**config.mk**
```make
export PLATFORM = sky130hd
export DESIGN_NAME = irq_enable_ctrl
export DESIGN_NICKNAME = d
export VERILOG_FILES = /design/src/rtl/irq_enable_pkg.sv /design/src/rtl/irq_cmd_arb.sv /design/src/rtl/irq_hold_cnt.sv /design/src/rtl/irq_enable_ctrl.sv
export SDC_FILE = /design/constraint.sdc
export NUM_CORES = 1
export LEC_CHECK = 0
export CAP_MARGIN = 20
export CORE_AREA = 2 2 39 41
export DETAILED_ROUTE_END_ITERATION = 10
export DIE_AREA = 0 0 41 43
export DONT_BUFFER_PORTS = 1
export GPL_ROUTABILITY_DRIVEN = 0
export PLACE_DENSITY = 0.3
export SYNTH_ARGS = -nofsm -noshare
export SYNTH_HDL_FRONTEND = slang
export SYNTH_HIERARCHICAL = 1
export SYNTH_SLANG_ARGS = --single-unit
```
**constraint.sdc**
```tcl
create_clock -name clk -period 2 [get_ports clk]
set_input_delay 0.1 -clock clk [delete_from_list [all_inputs] [get_ports clk]]
set_output_delay 0.1 -clock clk [all_outputs]
set_load 0.05 [all_outputs]
```
**src/rtl/irq_enable_pkg.sv**
```systemverilog
package irq_enable_pkg;

    typedef enum logic [2:0] {
        CMD_IDLE,
        CMD_NMI,
        CMD_ACK,
        CMD_OFF,
        CMD_ON,
        CMD_RESTORE
    } cmd_e;

    typedef struct packed {
        logic gate;
        logic saved;
    } flops_t;

endpackage

```
**src/rtl/irq_cmd_arb.sv**
```systemverilog
module irq_cmd_arb
    import irq_enable_pkg::*;
(
    input  logic en_pulse,
    input  logic dis_pulse,
    input  logic nmi_take,
    input  logic irq_take,
    input  logic nmi_ret,
    output cmd_e cmd
);

    // Fixed priority: non-maskable acceptance dominates everything.
    always_comb begin
        if (nmi_take) begin
            cmd = CMD_NMI;
        end else if (irq_take) begin
            cmd = CMD_ACK;
        end else if (dis_pulse) begin
            cmd = CMD_OFF;
        end else if (en_pulse) begin
            cmd = CMD_ON;
        end else if (nmi_ret) begin
            cmd = CMD_RESTORE;
        end else begin
            cmd = CMD_IDLE;
        end
    end

endmodule

```
**src/rtl/irq_hold_cnt.sv**
```systemverilog
module irq_hold_cnt
    import irq_enable_pkg::*;
#(
    parameter int unsigned HOLD_INSNS = 1
) (
    input  logic clk,
    input  logic rst_n,
    input  cmd_e cmd,
    input  logic insn_done,
    output logic hold_busy
);

    generate
        if (HOLD_INSNS == 0) begin : g_none
            assign hold_busy = 1'b0;
        end else begin : g_cnt
            localparam int unsigned CW = $clog2(HOLD_INSNS + 1);
            localparam logic [CW-1:0] LOAD = CW'(HOLD_INSNS);

            logic [CW-1:0] cnt_d;
            logic [CW-1:0] cnt_q;

            always_comb begin
                cnt_d = cnt_q;
                if (cmd == CMD_ON) begin
                    cnt_d = LOAD;
                end else if (cmd == CMD_OFF || cmd == CMD_ACK) begin
                    cnt_d = '0;
                end else if (insn_done && cnt_q != '0) begin
                    cnt_d = cnt_q - CW'(1);
                end
            end

            always_ff @(posedge clk or negedge rst_n) begin
                if (!rst_n) begin
                    cnt_q <= '0;
                end else begin
                    cnt_q <= cnt_d;
                end
            end

            assign hold_busy = (cnt_q != '0);
        end
    endgenerate

endmodule

```
**src/rtl/irq_enable_ctrl.sv**
```systemverilog
module irq_enable_ctrl
    import irq_enable_pkg::*;
#(
    parameter int unsigned HOLD_INSNS = 1
) (
    input  logic clk,
    input  logic rst_n,
    input  logic en_pulse,
    input  logic dis_pulse,
    input  logic nmi_take,
    input  logic irq_take,
    input  logic nmi_ret,
    input  logic insn_done,
    input  logic irq_req,
    input  logic ir_to_acc,
    output logic irq_grant,
    output logic pv_copy
);

    cmd_e   cmd;
    flops_t flops_d;
    flops_t flops_q;
    logic   hold_busy;
    logic   gate_q;
    logic   saved_q;

    irq_cmd_arb u_arb (
        .en_pulse  (en_pulse),
        .dis_pulse (dis_pulse),
        .nmi_take  (nmi_take),
        .irq_take  (irq_take),
        .nmi_ret   (nmi_ret),
        .cmd       (cmd)
    );

    irq_hold_cnt #(
        .HOLD_INSNS (HOLD_INSNS)
    ) u_hold (
        .clk       (clk),
        .rst_n     (rst_n),
        .cmd       (cmd),
        .insn_done (insn_done),
        .hold_busy (hold_busy)
    );

    always_comb begin
        flops_d = flops_q;
        case (cmd)
            CMD_NMI:     flops_d.gate = 1'b0;
            CMD_ACK,
            CMD_OFF:     flops_d = '{gate: 1'b0, saved: 1'b0};
            CMD_ON:      flops_d = '{gate: 1'b1, saved: 1'b1};
            CMD_RESTORE: flops_d.gate = flops_q.saved;
            default:     flops_d = flops_q;
        endcase
    end

    always_ff @(posedge clk or negedge rst_n) begin
        if (!rst_n) begin
            flops_q <= '{gate: 1'b0, saved: 1'b0};
        end else begin
            flops_q <= flops_d;
        end
    end

    assign gate_q    = flops_q.gate;
    assign saved_q   = flops_q.saved;
    assign irq_grant = irq_req & gate_q & ~hold_busy & ~nmi_take;
    assign pv_copy   = ir_to_acc & saved_q;

endmodule

```
==> flow_metrics.env <==
export IMPL_regToRegSetupSlack_ns=1.12
export IMPL_insertedDiodeCount=0
export IMPL_drtAntennaViolNets=0
export IMPL_drv_cap=0
export IMPL_hp_class="in -> reg"
export IMPL_min_to="u_hold/hold_busy$_DFFE_PN0P_"
export IMPL_r2r_cells=2
export IMPL_num_rows=14
export IMPL_overflow=0
export IMPL_hold_viol_final=0
export IMPL_cts_resized=0
export IMPL_tns_ns=0
export IMPL_dpl_cell_area_sq_um=240
export IMPL_cts_sinks=3
export IMPL_crit_family="simple AND/OR/NAND/NOR gates"
export IMPL_grt_pass1_vias=158
export IMPL_slowest_stage="and2_1"
export IMPL_crit_required_ns=1.90
export IMPL_ir_worst_vdd_v=0.000212
export IMPL_r2r_end="gate_q$_DFFE_PN0P_"
export IMPL_fin_total_pwr_mw=0.191
export IMPL_endpoint_kind="output port"
export IMPL_holdWs_ns=0.0843
export IMPL_routedWlPerCell_um=8.85
export IMPL_criticalPathCategory="reg -> out"
export IMPL_place_inst=42
export IMPL_start_kind="flip-flop"
export IMPL_vias=184
export IMPL_grt_pass1_wl_um=593
export IMPL_max_slew_margin_pct=48.4
export IMPL_period_share_pct=57.4
export IMPL_port_buffers=0
export IMPL_fmax_mhz=871
export IMPL_cellPowerDensity_mw_per_mm2=691
export IMPL_worstPathCellList="and2_1"
export IMPL_drt_wl_total_um=416
export IMPL_syn_mean_instance_area_sq_um=8.51
export IMPL_final_area_sq_um=277
export IMPL_grt_usage_pct=5.54
export IMPL_multiInputGateArea_sq_um=126
export IMPL_layout_commonest_cell="nor2_1"
export IMPL_coreArea_sq_mm=0.00138
export IMPL_htree_levels=1
export IMPL_die_y_um=43
export IMPL_clk_pin_slew_ns=0.03
export IMPL_cp_max_fo=4
export IMPL_dieWidth_um=41
export IMPL_syn_instance_count=25
export IMPL_drt_iter0_drc=1
export IMPL_viasPerCell=3.91
export IMPL_grt_max_degree=8
export IMPL_start_util_pct=15.4
export IMPL_period_minus_slack_ns=1.15
export IMPL_io_pins=12
export IMPL_nets=42
export IMPL_die_area_sq_mm=0.00176
export IMPL_rsz0062_at_grt="no"
export IMPL_yosysWarnings=6
export IMPL_numCtsBuffers=3
export IMPL_seq_area_sq_um=75.1
export IMPL_crit_buf_inv=0
export IMPL_synthToLayoutAreaGrowth_pct=30.0
export IMPL_fin_ws_ns=0.852
export IMPL_synth_ff_latch_count=3
export IMPL_status="completed"
export IMPL_drive_gt1_share_pct=19.4
export IMPL_syn_area_sq_um=213
export IMPL_dp_slack_ns=0.794
export IMPL_clockRootBuffer="clkbuf_4"
export IMPL_arrival_ns=1.05
export IMPL_cts_setup_buffers=0
export IMPL_dpl_hpwl_um=346
export IMPL_ys_seq_area_share_pct=35.3
export IMPL_syn_nets=35
export IMPL_cpPeakStageDelay_ns=0.45
export IMPL_fill_cells=152
export IMPL_clk_path_buf_depth=2
export IMPL_leakage_nw=0.124
export IMPL_cts_tree="yes"
export IMPL_antenna_found_initial=0
export IMPL_final_cell_mix="nor2_1 (4), inv_1 (3), clkbuf_4 (3), dfrtp_1 (3)"
export IMPL_clock_latency_ns=0.23
export IMPL_min_from="insn_done"
export IMPL_drc=0
export IMPL_worst_pin_slew_ns=0.767
export IMPL_min_path_cells=2
export IMPL_final_core_util_pct=20.0
export IMPL_instances_no_fill=47
export IMPL_clock_skew_ns=0.0000140
export IMPL_slew_violations=0
export IMPL_yosys_cell_types_count=18
export IMPL_dr_pass1_iters=3
export IMPL_setup_viol_count_final=0
export IMPL_rr_startpoint="gate_q$_DFFE_PN0P_"
export IMPL_cts_hold_buffers=1
-- cell usage after synthesis --
cell type | count | share of area [%]
nor2_1 | 4 | 7.1
or3b_1 | 1 | 4.1
nor3b_1 | 1 | 3.5
nor4_1 | 1 | 2.9
a22o_1 | 1 | 4.1
nand2b_1 | 1 | 2.9
nand2b_2 | 1 | 4.1
nand3_1 | 1 | 2.4
o21bai_1 | 1 | 3.5
nand2_1 | 1 | 1.8
inv_1 | 3 | 5.3
o211ai_2 | 1 | 5.9
nor3_1 | 1 | 2.4
nor2b_1 | 1 | 2.9
a211o_1 | 1 | 4.1
and2_1 | 1 | 2.9
a32o_1 | 1 | 4.7
dfrtp_1 | 3 | 35
-- layer usage --
layer / wire length (um) / vias up / GRT usage, %
met3: 18 / 0 / 1.57
li1: - / 101 / -
met5: 0 / - / 0
met2: 206 / 5 / 5.94
met4: 0 / 0 / 8.00
met1: 192 / 78 / 6.82
-- sequential cells by signal (all words and copies together), names as in the netlist --
| register | flops |
|---|---|
| gate_q | 1 |
| u_hold/hold_busy | 1 |
| saved_q | 1 |
-- layout make-up --
type | instances | area share, %
Inverter | 3 | 4.07
Timing Repair Buffer | 2 | 6.33
Sequential cell | 3 | 27.1
Multi-Input combinational cell | 19 | 45.7
Tap cell | 16 | 7.24
Clock buffer | 4 | 9.50
-- power breakdown --
part           leakage (nW)  switching, mW  internal [mW]
registers            0.0415        0.00155         0.0631
clock network        0.0150         0.0286         0.0746
logic                0.0674         0.0130         0.0103
-- logic make-up (layout without fill, tap and decap cells) --
group | Yosys count | after routing | share of synthesized area, %
and+or+nand+nor | 14 | 14 | 37.1
buffers and inverters | 3 | 9 | 5.29
DFF | 3 | 3 | 35.3
AOI/OAI and AO/OA | 5 | 5 | 22.4
-- worst max-delay path by stage --
stage          depth (start not counted)  slack (ns)                            to                         start
6_report                               1        0.85                       pv_copy           saved_q$_DFFE_PN0P_
2_1_floorplan                          1        0.45                     irq_grant  u_hold/hold_busy$_DFFE_PN0P_
5_1_grt                                3        0.77                     irq_grant            gate_q$_DFFE_PN0P_
3_3_place_gp                           3        0.80  u_hold/hold_busy$_DFFE_PN0P_                      irq_take
3_5_place_dp                           3        0.79  u_hold/hold_busy$_DFFE_PN0P_                      irq_take
4_1_cts                                1        0.83                       pv_copy           saved_q$_DFFE_PN0P_
Power figures use the tool's default switching activity.
